**src/rtl/zap_pkg.sv**
```systemverilog
package zap_pkg;

  typedef enum logic [1:0] {
    IDLE_LIVE = 2'd0,
    PLAYBACK  = 2'd1,
    WAIT_LIVE = 2'd2
  } zapState_t;

  // control-to-datapath strobes, valid for the current cycle
  typedef struct packed {
    logic showLive;
    logic showBuf;
    logic flush;
  } zapStrobe_t;

endpackage

```
**src/rtl/zap_presence.sv**
```systemverilog
module zap_presence
  import zap_pkg::*;
#(
  parameter int LANES  = 8,
  parameter int CHAN_W = 4
) (
  input  logic                          clk,
  input  logic                          rstN,
  input  logic [LANES-2:0]              nbrValid,
  input  logic [(LANES-1)*CHAN_W-1:0]   nbrTag,
  input  logic                          flush,
  output logic [(1<<CHAN_W)-1:0]        presentVec
);

  localparam int NUM_CH = 1 << CHAN_W;
  localparam int NBR    = LANES - 1;

  logic [NUM_CH-1:0] laneSet [NBR];
  logic [NUM_CH-1:0] setVec;

  genvar k;
  generate
    for (k = 0; k < NBR; k++) begin : g_lane
      always_comb begin
        laneSet[k] = '0;
        if (nbrValid[k]) laneSet[k][nbrTag[k*CHAN_W +: CHAN_W]] = 1'b1;
      end
    end
  endgenerate

  always_comb begin
    setVec = '0;
    for (int i = 0; i < NBR; i++) setVec = setVec | laneSet[i];
  end

  always_ff @(posedge clk) begin
    if (!rstN)      presentVec <= '0;
    else if (flush) presentVec <= '0;
    else            presentVec <= presentVec | setVec;
  end

  // a flush leaves no channel recorded
  p_flush_clears_r7: assert property (@(posedge clk) disable iff (!rstN)
    flush |=> (presentVec == '0));

  // a neighbour beat without flush records its channel
  p_nbr_records_r7: assert property (@(posedge clk) disable iff (!rstN)
    (!flush && nbrValid[0]) |=> presentVec[$past(nbrTag[CHAN_W-1:0])]);

endmodule

```
**src/rtl/zap_ctrl.sv**
```systemverilog
module zap_ctrl
  import zap_pkg::*;
#(
  parameter int CHAN_W = 4
) (
  input  logic                    clk,
  input  logic                    rstN,
  input  logic                    reqValid,
  input  logic [CHAN_W-1:0]       reqChan,
  input  logic                    liveValid,
  input  logic [CHAN_W-1:0]       liveTag,
  input  logic                    bufValid,
  input  logic [(1<<CHAN_W)-1:0]  presentVec,
  output zapStrobe_t              strobe,
  output logic [CHAN_W-1:0]       curChan,
  output logic                    bufRdEn
);

  zapState_t state, nextState;
  logic      liveHit;
  logic      reqHit;

  assign liveHit = liveValid && (liveTag == curChan);
  assign reqHit  = presentVec[reqChan];

  always_comb begin
    nextState = state;
    strobe    = '0;
    if (reqValid) begin
      nextState    = reqHit ? PLAYBACK : WAIT_LIVE;
      strobe.flush = !reqHit;
    end else begin
      unique case (state)
        IDLE_LIVE: strobe.showLive = liveHit;
        PLAYBACK: begin
          if (liveHit) begin
            strobe.showLive = 1'b1;
            nextState       = IDLE_LIVE;
          end else begin
            strobe.showBuf = bufValid;
          end
        end
        WAIT_LIVE: begin
          if (liveHit) begin
            strobe.showLive = 1'b1;
            nextState       = IDLE_LIVE;
          end
        end
        default: nextState = IDLE_LIVE;
      endcase
    end
  end

  always_ff @(posedge clk) begin
    if (!rstN) begin
      state   <= IDLE_LIVE;
      curChan <= '0;
    end else begin
      state <= nextState;
      if (reqValid) curChan <= reqChan;
    end
  end

  assign bufRdEn = (state == PLAYBACK);

  // a recorded channel leads to playback of that channel
  p_hit_playback_r4: assert property (@(posedge clk) disable iff (!rstN)
    (reqValid && presentVec[reqChan]) |=> (state == PLAYBACK) && (curChan == $past(reqChan)));

  // an unrecorded channel leads to waiting for live data
  p_miss_wait_r6: assert property (@(posedge clk) disable iff (!rstN)
    (reqValid && !presentVec[reqChan]) |=> (state == WAIT_LIVE));

  // the matching live beat ends playback
  p_handover_r5: assert property (@(posedge clk) disable iff (!rstN)
    (state == PLAYBACK && !reqValid && liveValid && liveTag == curChan) |=> (state == IDLE_LIVE));

  // the channel only changes through a request
  p_chan_stable_r3: assert property (@(posedge clk) disable iff (!rstN)
    !reqValid |=> $stable(curChan));

endmodule

```
**src/rtl/zap_datapath.sv**
```systemverilog
module zap_datapath
  import zap_pkg::*;
#(
  parameter int              DATA_W    = 8,
  parameter logic [DATA_W-1:0] FILL_WORD = 8'h10
) (
  input  logic              clk,
  input  logic              rstN,
  input  zapStrobe_t        strobe,
  input  logic [DATA_W-1:0] liveData,
  input  logic [DATA_W-1:0] bufData,
  output logic              dispValid,
  output logic [DATA_W-1:0] dispData,
  output logic              dispFromBuf
);

  logic [DATA_W-1:0] bufStage;   // buffered word or fill word
  logic [DATA_W-1:0] finalStage; // live word or buffer stage

  assign bufStage   = strobe.showBuf  ? bufData  : FILL_WORD;
  assign finalStage = strobe.showLive ? liveData : bufStage;

  always_ff @(posedge clk) begin
    if (!rstN) begin
      dispValid   <= 1'b0;
      dispData    <= FILL_WORD;
      dispFromBuf <= 1'b0;
    end else begin
      dispValid   <= strobe.showLive || strobe.showBuf;
      dispData    <= finalStage;
      dispFromBuf <= strobe.showBuf && !strobe.showLive;
    end
  end

  // an empty display slot carries the fill word
  p_fill_idle_r9: assert property (@(posedge clk) disable iff (!rstN)
    !dispValid |-> (dispData == FILL_WORD));

  // a word never comes from both sources
  p_one_source_r5: assert property (@(posedge clk) disable iff (!rstN)
    dispFromBuf |-> dispValid);

endmodule

```
**src/rtl/chan_zap_player.sv**
```systemverilog
module chan_zap_player
  import zap_pkg::*;
#(
  parameter int              LANES     = 8,
  parameter int              DATA_W    = 8,
  parameter int              CHAN_W    = 4,
  parameter logic [DATA_W-1:0] FILL_WORD = 8'h10
) (
  input  logic                        clk,
  input  logic                        rstN,
  input  logic                        reqValid,
  input  logic [CHAN_W-1:0]           reqChan,
  input  logic                        liveValid,
  input  logic [CHAN_W-1:0]           liveTag,
  input  logic [DATA_W-1:0]           liveData,
  input  logic [LANES-2:0]            nbrValid,
  input  logic [(LANES-1)*CHAN_W-1:0] nbrTag,
  input  logic                        bufValid,
  input  logic [DATA_W-1:0]           bufData,
  output logic                        bufRdEn,
  output logic [CHAN_W-1:0]           bufRdChan,
  output logic                        bufFlush,
  output logic [CHAN_W-1:0]           curChan,
  output logic                        dispValid,
  output logic [DATA_W-1:0]           dispData,
  output logic                        dispFromBuf
);

  localparam int NUM_CH = 1 << CHAN_W;

  zapStrobe_t        strobe;
  logic [NUM_CH-1:0] presentVec;

  zap_presence #(.LANES(LANES), .CHAN_W(CHAN_W)) u_presence (
    .clk        (clk),
    .rstN       (rstN),
    .nbrValid   (nbrValid),
    .nbrTag     (nbrTag),
    .flush      (strobe.flush),
    .presentVec (presentVec)
  );

  zap_ctrl #(.CHAN_W(CHAN_W)) u_ctrl (
    .clk        (clk),
    .rstN       (rstN),
    .reqValid   (reqValid),
    .reqChan    (reqChan),
    .liveValid  (liveValid),
    .liveTag    (liveTag),
    .bufValid   (bufValid),
    .presentVec (presentVec),
    .strobe     (strobe),
    .curChan    (curChan),
    .bufRdEn    (bufRdEn)
  );

  zap_datapath #(.DATA_W(DATA_W), .FILL_WORD(FILL_WORD)) u_datapath (
    .clk         (clk),
    .rstN        (rstN),
    .strobe      (strobe),
    .liveData    (liveData),
    .bufData     (bufData),
    .dispValid   (dispValid),
    .dispData    (dispData),
    .dispFromBuf (dispFromBuf)
  );

  assign bufRdChan = curChan;
  assign bufFlush  = strobe.flush;

  // a request cycle shows nothing
  p_blank_req_r3: assert property (@(posedge clk) disable iff (!rstN)
    reqValid |=> !dispValid);

  // buffered words only appear while the buffer is being read
  p_buf_src_r4: assert property (@(posedge clk) disable iff (!rstN)
    dispFromBuf |-> $past(bufRdEn));

endmodule

```
**config.mk**
```make
export PLATFORM = sky130hd
export DESIGN_NAME = chan_zap_player
export DESIGN_NICKNAME = d
export VERILOG_FILES = /design/src/rtl/zap_pkg.sv /design/src/rtl/zap_presence.sv /design/src/rtl/zap_ctrl.sv /design/src/rtl/zap_datapath.sv /design/src/rtl/chan_zap_player.sv
export SDC_FILE = /design/constraint.sdc
export NUM_CORES = 1
export LEC_CHECK = 0
export ABC_AREA = 1
export ABC_CLOCK_PERIOD_IN_PS = 1660
export BUFFER_PORTS_ARGS = -buffer_cell sky130_fd_sc_hd__buf_2
export CAP_MARGIN = 10
export CORE_MARGIN = 2
export CORE_UTILIZATION = 51
export DETAILED_ROUTE_END_ITERATION = 7
export GPL_TIMING_DRIVEN = 0
export HOLD_SLACK_MARGIN = 0.02
export PLACE_DENSITY = 0.81
export SYNTH_ARGS = -nofsm -noshare
export SYNTH_HDL_FRONTEND = slang
export SYNTH_SLANG_ARGS = --single-unit
```
**constraint.sdc**
```tcl
create_clock -name clk -period 1.66 [get_ports clk]
set_input_delay 0 -clock clk [delete_from_list [all_inputs] [get_ports clk]]
set_output_delay 0 -clock clk [all_outputs]
set_load 0.1 [all_outputs]
```
# Yosys cells after proc, flatten, opt, wreduce, memory -nomap -nowiden
# Index checks and enable logic that the tools add are counted.
# op_classes
n_lt_le_gt_ge	15
eq_ne	5
mux	35
n_bitwise	8
n_reduce_logical	16
# ops
op	count
16-bit 2-to-1 mux	7
16-bit OR	7
4-bit by 5-bit < comparator with 1-bit output, second input constant	8
1-bit demux with 4-bit select	7
4-bit by 1-bit >= comparator with 1-bit output, second input constant	7
8-bit 2-to-1 mux	2
1-bit 2-to-1 mux	12
1-bit logical AND	9
2-bit 2-to-1 mux	4
1-bit binary-select mux with 4-bit select	1
4-bit equality test	1
2-bit case mux with 2 select lines	1
2-bit OR reduction	2
3-bit by 1-bit != test with 1-bit output, second input constant	1
2-bit by 1-bit equality test with 1-bit output, second input constant	1
2-bit equality test, second input constant	1
1-bit logical NOT	2
2-bit logical NOT	1
2-bit != test, second input constant	1
1-bit case mux with 2 select lines	1
2-bit AND reduction	1
1-bit logical OR	1
1-bit NOT	1
# word_totals
ff_bits	32
input_bits	64
out_inout_bits	20
elab_cells	85

# Depth between registers and ports, before layout
# depth
ltp_word	12
ltp_mapped	11
ltp_nobuf	10

# Hierarchy
# Synthesis repeated with hierarchy kept, for this count alone.
# unflattened
hier_cells	552
area_unflattened_um2	2869.0
# by_module_without_submodules
mod	instances	cells_each	area_per_inst_um2	seq_area_each_um2
zap_presence	1	395	1869.3	320.3
zap_ctrl	1	108	601.8	120.1
zap_datapath	1	45	367.9	200.2
chan_zap_player	1	4	30.0	0.0

# Worst setup path after synthesis
# No wires, ideal clock.
# synth_path
path_kind	register -> register
from	register u_ctrl.curChan[3]
to	register u_datapath.dispData[4]
setup_ns	0.115
arrival_ns	1.794
t_required_ns	1.545
path_slack_ns	-0.249
stages_incl_launch_ff	10
n_path_buf	0
synth_period_minus_slack_ns	1.909
path_cell_list	dfxtp_1 -> inv_1 -> nand2_1 -> nand2_1 -> nor2_1 -> nand3_1 -> inv_1 -> nand2_1 -> o22ai_1 -> inv_1
# synth_via
elab_chain_len	7
word_cells_on_any_way	9
classes_between	1 x eq/ne; 7 x mux; 1 x reduce/logical
# synth_lines
element	line	rtl
from (decl)	zap_ctrl.sv:15	output logic [CHAN_W-1:0] curChan,
from (signal assigned)	zap_ctrl.sv:60	if (reqValid) curChan <= reqChan;
4-bit equality test *	zap_ctrl.sv:23	assign liveHit = liveValid && (liveTag == curChan);
1-bit logical AND *	zap_ctrl.sv:23	
1-bit 2-to-1 mux	zap_ctrl.sv:36	if (liveHit) begin
1-bit 2-to-1 mux	zap_ctrl.sv:33	unique case (state)
2-bit 2-to-1 mux *	zap_ctrl.sv:29	if (reqValid) begin
8-bit 2-to-1 mux	zap_datapath.sv:20	assign bufStage = strobe.showBuf ? bufData : FILL_WORD;
8-bit 2-to-1 mux *	zap_datapath.sv:21	assign finalStage = strobe.showLive ? liveData : bufStage;
to (signal assigned)	zap_datapath.sv:30	dispData <= finalStage;
to (decl)	zap_datapath.sv:13	output logic [DATA_W-1:0] dispData,
# Every way passes the cells marked *; elsewhere a longest branch is shown, timed or not.
# A chain may end at the register's enable or synchronous reset.

# Final worst setup path
# layout_path
from	input reqChan[0]
to	output bufFlush
# layout_via
elab_chain_len	4
# layout_lines
element	line	rtl
from (decl)	chan_zap_player.sv:12	input logic [CHAN_W-1:0] reqChan,
1-bit binary-select mux with 4-bit select	zap_ctrl.sv:24	assign reqHit = presentVec[reqChan];
1-bit 2-to-1 mux (implied by the code)	zap_ctrl.sv:24	
1-bit logical NOT	zap_ctrl.sv:31	strobe.flush = !reqHit;
1-bit 2-to-1 mux	zap_ctrl.sv:29	
to (decl)	chan_zap_player.sv:22	output logic bufFlush,
# Every way passes these cells. The select of a mux whose other input is x is not followed.

==> metrics.cfg <==
[grt]
met1_usage = 0.3841
grt_pass1_vias = 2845
grt_overflow = 0
grt_antenna_before_repair = 0
grt.busiest_layer = met2
grt_pass1_wl_um = 12450
grt.total_usage = 0.2959
grtUsageMet3 = 0.04336
grt_max_degree = 11
gr-usage-met2 = 0.5093

[placement]
gp_congestion = 0.9604
port_buffers = 76
place_hpwl_um = 6207

[worst_setup_path]
critPathMostFrequentCell = nand2_1
critPathLaunch = reqChan[0]
crit_arrival_ps = 1540
crit_buf_inv = 4
slowest_delay_ps = 550
cp_cell_sequence = dlygate4sd3_1 > buf_6 > inv_8 > nand2_1 > nand3_1 > nand3_1 > nand2_1 > nand2_2 > nand2_1 > clkbuf_4
crit_type = in -> out
cp_top_family = buffers and inverters
startpoint_type = input port
cp_max_fo = 9
cpMaxStageDelayCell = dlygate4sd3_1
worstReg2RegStart = u_ctrl.curChan[1]
end_kind = output port
cp.required_ps = 1660

[clock_tree]
path_clk_slew_ps = 60
cts_root_buf = clkbuf_8
clkSinkCount = 32
cts_tree = yes
insertion_delay_ps = 290
post_cts_buffers = 0
cts_inserted_buffers = 5
cts_max_level = 2
cts.path.max_buffers = 2

[drt]
drc = 0
via_count = 3183
wl_per_cell_um = 13.15
first_iter_violations = 266
routed_via_density = 5.201
drt-total-wl_um = 8050
drtAntennaViolNets = 0
dr.pass1.iters = 5

[sta]
tns_ps = 0
tightest_slew_ps = 496.0
rsz0062_at_grt = no
fin_crit_sh = 0.9266
fmax_ghz = 0.6501
hold_viol_final = 0
finalClockSkew_ps = 9.024
slew_headroom = 0.6716
fin_crit_ps = 1538
slew_violations = 0
setup_viol = 0

[logic_synthesis]
yosys.area_share.adder = 0.01482
yosys_warnings = 0
synth_xor_area_frac = 0.003458
synth_top_area_share = 0.2530
syn_inst = 444
synth_mux_area_frac = 0
synth_compound_area_frac = 0.06571
avgSynthCellArea_sq_um = 5.704
synth.area.top_cells = dfxtp_1, nand2_1, nand3_1
yosys_register_bits = 32
synth_top_family_by_area = simple AND/OR/NAND/NOR gates
synth_fp_nets = 511
syn_area_sq_um = 2532
yosysSeqAreaShare = 0.2530
ys_types = 25
yosys.area.top_type = dfxtp_1
synthSimpleGateAreaFrac = 0.5326

[final_layout]
area_delta_synth_final_pct = 29.00
multi_input_area_sq_um = 1564
n_antenna_cell = 0
fin_util = 0.6871
fill_cells = 464
seqCellArea_sq_um = 645.6
final_nets = 611
layout-drive-gt1-share = 0.2147

[floorplanning]
core_sq_um = 4755
pin_count = 84
die_h_um = 74.47
die_w_um = 74.47
die_area_sq_um = 5545
start_util = 0.5326
rows = 25

[min_path]
hold_class = in -> reg
min-delay-start = rstN

[power]
p_leak_uw = 0.001751
ir_drop_mv = 0.6375
p_per_area_nw_per_um2 = 684.5

[outcome]
status = finished clean

[flow_run]
cap_violations = 0

## repair_timing
item	4_1_cts	5_1_grt
gates resized for setup	0	1
endpoints found under the hold margin	9	0
endpoints found under the setup margin	0	1
hold buffers	17	0
## worst reg2reg max path: cells and delay by family (launching register included)
kind | cells | cell delay [ps]
and+or+nand+nor | 7 | 710
DFF | 1 | 360
buffers and inverters | 2 | 270
## cells in the mapped netlist
library cell	n
nor2_1	56
nor3_1	22
or2_2	2
nor3_4	1
a21oi_1	15
nor2_2	9
nand2_1	124
a211oi_1	1
xnor2_1	1
o22ai_1	11
dfxtp_1	32
o21ai_0	3
nor2_4	1
inv_8	1
buf_2	6
buf_6	2
clkinv_1	1
and3b_1	2
nand3_4	1
inv_1	62
buf_4	4
nand2_2	3
ha_1	3
nand3_1	75
nand4_1	6
## report_power, final
part	total [uW]	internal (uW)	leakage, uW	switching [uW]
Sequential	844	816	0.000263	27.6
Combinational	769	244	0.00144	525
Clock	623	338	0.0000455	285
## cells by family (layout without fill, tap and decap cells)
kind of cell,after synthesis,count (layout)
buffers and inverters,76,177
adder cells (fa/ha/maj),3,3
AND/OR/NAND/NOR,302,302
XOR/XNOR,1,1
AO/OA/AOI/OAI,30,30
flip-flops,32,32
## sequential cells by signal, indices dropped and copies added (netlist names)
name                    count
u_ctrl.curChan              4
u_datapath.dispData         8
u_datapath.dispFromBuf      1
u_datapath.dispValid        1
u_ctrl.state                2
u_presence.presentVec      16
## per-layer routing
layer / vias to the layer above / share of wire
met1: 1421 / 0.43
li1: 1628 / -
met5: - / 0
met3: 17 / 0.057
met2: 117 / 0.49
met4: 0 / 0.019
## path summary, 6_finish.rpt
check	end	slack [ps]	cells past startpoint
hold reg to reg	u_ctrl.curChan[3]	530	2
setup / recovery	bufFlush	120	10
setup reg to reg	u_datapath.dispData[3]	220	9
hold / removal	u_ctrl.curChan[0]	20	3
## stage by stage
step / area [sq um] / total power (uW) / instances / hold slack [ps] / setup WS (ps)
finish: 3267 / 2236 / 612 / 23.35 / 121.8
global route: 3267 / 2335 / 612 / 28.13 / 27.94
CTS: 3264 / 2216 / 612 / 20.80 / 26.09
detailed placement: 3004 / 1581 / 587 / 192.7 / 279.6
global placement: 3004 / 1568 / 587 / 186.8 / 301.9
floorplan: 2540 / 1371 / 444 / 103.1 / 60.57
## placed cells by master (no fill, tap or decap), types with 2 or more instances in the layout
cell type        n
clkbuf_1         2
buf_6            2
clkbuf_8         6
buf_4            4
nor2_1          56
nand2_1        124
nand4_1          6
a21oi_1         15
nand2_2          3
nand3_1         75
dfxtp_2          4
dfxtp_1         28
nor3_1          22
o22ai_1         11
inv_1           62
buf_2           81
nor2_2           9
ha_1             2
and3b_1          2
o21ai_0          3
dlygate4sd3_1   17
or2_2            2
## cell type report
class	count	share of cell area
Inverter	64	0.07583
Sequential cell	32	0.1976
Multi-Input combinational cell	336	0.4787
Tap cell	67	0.02566
Timing Repair Buffer	93	0.1693
Buffer	12	0.02528
Clock buffer	8	0.02758
Note: power is estimated with default switching activity, not from simulation.
